File: config.mk
export PLATFORM = sky130hd
export DESIGN_NAME = ts_conv_seq
export DESIGN_NICKNAME = d
export VERILOG_FILES = /design/src/rtl/tss_pkg.sv /design/src/rtl/tss_capture.sv /design/src/rtl/tss_fsm.sv /design/src/rtl/ts_conv_seq.sv
export SDC_FILE = /design/constraint.sdc
export NUM_CORES = 1
export LEC_CHECK = 0
export ABC_AREA = 1
export ABC_CLOCK_PERIOD_IN_PS = 3700
export BUFFER_PORTS_ARGS = -buffer_cell sky130_fd_sc_hd__buf_4
export CAP_MARGIN = 20
export CORE_MARGIN = 1
export CORE_UTILIZATION = 50
export DETAILED_ROUTE_END_ITERATION = 6
export HOLD_SLACK_MARGIN = 0.1
export PLACE_DENSITY = 0.82
export SLEW_MARGIN = 20
export SYNTH_ARGS = -nofsm -noshare
export SYNTH_HDL_FRONTEND = slang
export SYNTH_SLANG_ARGS = --single-unit
File: constraint.sdc
create_clock -name clk -period 3.7 [get_ports clk]
set_clock_uncertainty 0.15 [all_clocks]
set_input_delay 0.37 -clock clk [delete_from_list [all_inputs] [get_ports clk]]
set_output_delay 0.37 -clock clk [all_outputs]
set_load 0.1 [all_outputs]
File: src/rtl/tss_pkg.sv
package tss_pkg;
  typedef enum logic [2:0] {
    S_IDLE, S_COARSE, S_RESET, S_CAL, S_FINE, S_DONE
  } phase_t;

  // Clamp a count to the largest code a field can hold.
  function automatic logic [31:0] clamp_code(input logic [31:0] v, input logic [31:0] mx);
    return (v > mx) ? mx : v;
  endfunction

  // Join coarse and fine fields into one word (fine width fixed by caller).
  function automatic logic [31:0] join_word(input logic [31:0] c, input logic [31:0] f,
                                            input int unsigned fw);
    return (c << fw) | f;
  endfunction
endpackage

File: src/rtl/tss_capture.sv
module tss_capture #(
  parameter int unsigned CODE_W = 3,
  parameter int unsigned CNT_W  = 8
) (
  input  logic              clk,
  input  logic              rst,
  input  logic              clr,
  input  logic              en,
  input  logic              cmp,
  input  logic [CNT_W-1:0]  cnt,
  input  logic              ld,
  input  logic [CODE_W-1:0] ld_val,
  output logic [CODE_W-1:0] code,
  output logic              hit,
  output logic              flip
);
  import tss_pkg::*;
  localparam logic [31:0] MAXV = 32'((64'd1 << CODE_W) - 1);

  logic        cmp_q;
  logic [31:0] clamped;

  assign flip = en && !hit && (cmp != cmp_q);

  always_comb clamped = clamp_code(32'(cnt), MAXV);

  always_ff @(posedge clk) begin
    if (rst) begin
      code  <= MAXV[CODE_W-1:0];
      hit   <= 1'b0;
      cmp_q <= 1'b0;
    end else begin
      cmp_q <= cmp;
      if (clr) begin
        code <= MAXV[CODE_W-1:0];
        hit  <= 1'b0;
      end else if (ld) begin
        code <= ld_val;
      end else if (flip) begin
        code <= clamped[CODE_W-1:0];
        hit  <= 1'b1;
      end
    end
  end

  AST_CODE_HELD: assert property (@(posedge clk) disable iff (rst)
    (hit && !clr && !ld) |=> $stable(code));
  AST_FLIP_MARKS: assert property (@(posedge clk) disable iff (rst)
    (flip && !clr) |=> hit);
endmodule

File: src/rtl/tss_fsm.sv
module tss_fsm (
  input  logic            clk,
  input  logic            rst,
  input  logic            go_coarse,
  input  logic            go_reset,
  input  logic            go_cal,
  input  logic            go_fine,
  input  logic            go_done,
  output tss_pkg::phase_t st,
  output logic            start_crs,
  output logic            start_fin
);
  import tss_pkg::*;
  phase_t nxt;

  assign start_crs = (st == S_IDLE) && go_coarse;
  assign start_fin = (st == S_CAL)  && go_fine;

  always_comb begin
    nxt = st;
    unique case (st)
      S_IDLE:   if (go_coarse) nxt = S_COARSE;
      S_COARSE: if (go_reset)  nxt = S_RESET;
      S_RESET:  if (go_cal)    nxt = S_CAL;
      S_CAL:    if (go_fine)   nxt = S_FINE;
      S_FINE:   if (go_done)   nxt = S_DONE;
      S_DONE:                  nxt = S_IDLE;
      default:                 nxt = S_IDLE;
    endcase
  end

  always_ff @(posedge clk) begin
    if (rst) st <= S_IDLE;
    else     st <= nxt;
  end

  AST_CAL_AFTER_RESET: assert property (@(posedge clk) disable iff (rst)
    (st == S_CAL && $past(st) != S_CAL) |-> $past(st) == S_RESET);
  AST_FINE_AFTER_CAL: assert property (@(posedge clk) disable iff (rst)
    (st == S_FINE && $past(st) != S_FINE) |-> $past(st) == S_CAL);
  AST_DONE_SINGLE: assert property (@(posedge clk) disable iff (rst)
    (st == S_DONE) |=> (st == S_IDLE));
endmodule

File: src/rtl/ts_conv_seq.sv
module ts_conv_seq #(
  parameter int unsigned CRS_W = 3,
  parameter int unsigned FIN_W = 7,
  parameter int unsigned CNT_W = 8
) (
  input  logic                   clk,
  input  logic                   rst,
  input  logic [CNT_W-1:0]       cnt_in,
  input  logic                   cmp_in,
  input  logic                   go_coarse,
  input  logic                   go_reset,
  input  logic                   go_cal,
  input  logic                   go_fine,
  input  logic                   go_done,
  input  logic                   cal_wr,
  input  logic [CRS_W-1:0]       cal_code,
  output logic [CRS_W-1:0]       coarse_code,
  output logic                   cal_win,
  output logic [CRS_W+FIN_W-1:0] result,
  output logic                   result_vld
);
  import tss_pkg::*;
  localparam int unsigned RES_W = CRS_W + FIN_W;

  phase_t             st;
  logic               start_crs, start_fin;
  logic               crs_hit, crs_flip, fin_hit, fin_flip;
  logic               cal_load;
  logic [FIN_W-1:0]   fine_code;
  logic [31:0]        word;

  tss_fsm u_fsm (
    .clk(clk), .rst(rst),
    .go_coarse(go_coarse), .go_reset(go_reset), .go_cal(go_cal),
    .go_fine(go_fine), .go_done(go_done),
    .st(st), .start_crs(start_crs), .start_fin(start_fin)
  );

  assign cal_win  = (st == S_CAL);
  assign cal_load = cal_win && cal_wr;

  tss_capture #(.CODE_W(CRS_W), .CNT_W(CNT_W)) u_crs (
    .clk(clk), .rst(rst), .clr(start_crs), .en(st == S_COARSE),
    .cmp(cmp_in), .cnt(cnt_in), .ld(cal_load), .ld_val(cal_code),
    .code(coarse_code), .hit(crs_hit), .flip(crs_flip)
  );

  tss_capture #(.CODE_W(FIN_W), .CNT_W(CNT_W)) u_fin (
    .clk(clk), .rst(rst), .clr(start_fin), .en(st == S_FINE),
    .cmp(cmp_in), .cnt(cnt_in), .ld(1'b0), .ld_val('0),
    .code(fine_code), .hit(fin_hit), .flip(fin_flip)
  );

  always_comb word = join_word(32'(coarse_code), 32'(fine_code), FIN_W);

  assign result     = word[RES_W-1:0];
  assign result_vld = (st == S_DONE);

  AST_VLD_PULSE: assert property (@(posedge clk) disable iff (rst)
    result_vld |=> !result_vld);
  AST_COARSE_FROZEN: assert property (@(posedge clk) disable iff (rst)
    (st == S_FINE && $past(st) == S_FINE) |-> $stable(coarse_code));
  AST_WIN_EXCLUSIVE: assert property (@(posedge clk) disable iff (rst)
    cal_win |-> !(crs_flip || fin_flip));
endmodule

==> metrics.cfg <==
[run_status]
status = complete, but fails checks
violations = design-rule violations

[critical_path]
path_cells = inv_2, nor2_1, buf_4
worst_setup_path_end_kind = output pin
critical_path_depth = 3
cp.arrival_ns = 1.38
cp.required_ns = 3.18
critPathLaunchType = flip-flop
max_stage_delay_ns = 0.58
crit_family = flip-flops
worstReg2RegStart = u_fsm.st[2]$_SDFFE_PP0P_
path_buf_inv = 2
r2r_slack_ns = 2.16
crit_fanout = 8
rr_worst_depth = 7
r2r_end = u_fsm.st[1]$_SDFFE_PP0P_
critical_path.slowest_cell = dfxtp_1
critPathKind = reg2out

[hold_path]
whs_path_depth = 3
hold_path.class = in2reg
hold_path_startpoint = cal_code[1]
min_to = u_crs.code[1]$_SDFFE_PP1P_

[routing]
wl_per_cell_um = 10.3
num_vias = 887
drc = 6
dr.pass1.iters = 6
viasPerCell = 5.07
drt_iter0_drc = 27
finalWirelength_um = 1800
ant_nets = 0

[layout]
syn_to_final_growth_pct = 32.7
final_cell_mix = buf_4, nand2_1, nor2_1
final_common_cell = buf_4
ff_latch_area_um2 = 320
antenna_cells = 0
multi_input_area_um2 = 447
fin_nets = 181
final_layout_size_suffix_gt1_frac = 0.302
nFillCells = 126

[clock_tree]
clockBufferDepth = 2
cts_tree = yes
cts-root-buf = clkbuf_4
cts_resized = 0
insertion_delay_ns = 0.29
cts.sinks = 16
cts_hold_buf = 1
clk_pin_slew_ns = 0.09
htree_levels = 1
numCtsBuffers = 3
postCtsSetupBuffers = 0

[sta]
layout_worst_path_cycle_share = 0.514
holdWs_ns = 0.143
hold_violations = 0
rsz0062_at_grt = false
slew_viol_final = 0
setup_violations = 0
fmax_ghz = 0.526
relSlewSlack = 0.725
setup-tns-final_ns = 0
min_period_ns = 1.90
tightest_slew_ns = 0.411

[synth]
yosysSeqAreaShare = 0.373
synth_area_per_cell_um2 = 6.87
syn-num-nets = 145
yosysWarnings = 0
synth_top_area_share = 0.373
syn-instance-count = 125
synth.area.top_cells = dfxtp_1, nand2_1, nor2_1
synth_cell_types = 23
synth.cell_area_um2 = 858
ys_ff_latch = 16
synth_top_cell_by_area = dfxtp_1

[pwr]
internal_power_mw = 0.393
power_density_mw_per_mm2 = 792
p_clk_frac = 0.104
p_sw_mw = 0.508
p_sw_frac = 0.564
pwr-share-comb = 0.608
p_leak_nw = 0.563
power.share.sequential = 0.287
peakVddDrop_mv = 0.559
power.total_mw = 0.901

[die]
core_area_mm2 = 0.00156
fp.dieH_um = 43.4
initial_core_util = 0.551
rows = 14
die_area_mm2 = 0.00189
fp.dieW_um = 43.4
ios = 35

[placed_design]
port_buffers = 34
dp_hpwl_um = 1410
place_congestion = 0.834

[grt]
antenna_found_initial = 0
grt_pass1_wl_um = 2750
grt_usage = 0.197
grt_max_degree = 11
first_global_vias = 710
overflow = 0

[job]
drv_cap = 0

==> area by class of cell <==
type	instances	area share
sequential	16	0.281
inverter	17	0.0560
multi-input combinational	88	0.392
timing repair buffer	35	0.233
clock buffer	3	0.0198
tap	16	0.0176
==> cell families (layout without fill, tap and decap cells) <==
| kind of cell | Yosys count | in the layout | share of synthesized area |
|---|---|---|---|
| AOI/OAI and AO/OA | 20 | 20 | 0.133 |
| buffers and inverters | 21 | 55 | 0.106 |
| DFF | 16 | 16 | 0.373 |
| and+or+nand+nor | 68 | 68 | 0.388 |
==> per-stage QoR <==
| stage | cell area (um^2) | std cells | utilization | worst slack [ns] |
|---|---|---|---|---|
| after floorplan | 858 | 125 | - | 1.36 |
| after global placement | 1110 | 171 | 0.709 | 2.17 |
| after detailed placement | 1110 | 171 | 0.709 | 2.13 |
| after CTS | 1140 | 175 | 0.730 | 1.81 |
| after global routing | 1140 | 175 | 0.730 | 1.77 |
| final | 1140 | 175 | 0.730 | 1.80 |
==> worst reg2reg max path, delay by kind of cell, from the launching register on <==
kind,cells,cell delay [ns]
buf+inv,1,0.10
simple gates,6,0.62
flops,1,0.58
==> Yosys cell counts (all sizes together) <==
| cell | instances |
|---|---|
| a21oi | 9 |
| buf | 4 |
| clkinv | 2 |
| dfxtp | 16 |
| inv | 15 |
| nand2 | 25 |
| nand3 | 13 |
| nand3b | 4 |
| nand4 | 1 |
| nor2 | 21 |
| nor3 | 1 |
| o211ai | 1 |
| o21ai | 10 |
| or2 | 3 |
==> worst max-delay path by stage <==
stage / start / end / slack, ns
3_5_place_dp: u_fsm.st[2]$_SDFFE_PP0P_ / result_vld / 2.13
6_report: u_fsm.st[2]$_SDFFE_PP0P_ / result_vld / 1.80
5_1_grt: u_fsm.st[2]$_SDFFE_PP0P_ / result_vld / 1.77
3_3_place_gp: u_fsm.st[2]$_SDFFE_PP0P_ / result_vld / 2.17
2_1_floorplan: u_fsm.st[2]$_SDFFE_PP0P_ / result_vld / 1.36
4_1_cts: u_fsm.st[2]$_SDFFE_PP0P_ / result_vld / 1.81
==> flip-flops by register name, summed over array words and instances (netlist names) <==
name and flops:
u_crs.code 3, u_crs.hit 1, u_fin.cmp_q 1, u_fin.code 7
u_fin.hit 1, u_fsm.st 3
==> per-layer routing <==
| metal | part of all wire | global-route usage | routed length, um |
|---|---|---|---|
| met1 | 0.45 | 0.260 | 817 |
| met2 | 0.46 | 0.300 | 834 |
| met3 | 0.057 | 0.0375 | 103 |
| met4 | 0.025 | 0.113 | 45 |
| met5 | 0 | 0 | 0 |
==> power by group through the flow <==
| stage | logic (mW) | clock network [mW] | registers (mW) |
|---|---|---|---|
| after floorplan | 0.341 | 0 | 0.376 |
| after global placement | 0.545 | 0 | 0.261 |
| after detailed placement | 0.547 | 0 | 0.263 |
| after CTS | 0.549 | 0.0949 | 0.259 |
| after global routing | 0.596 | 0.100 | 0.266 |
| final | 0.548 | 0.0940 | 0.259 |
No activity file was read; power rests on OpenSTA's default activity.
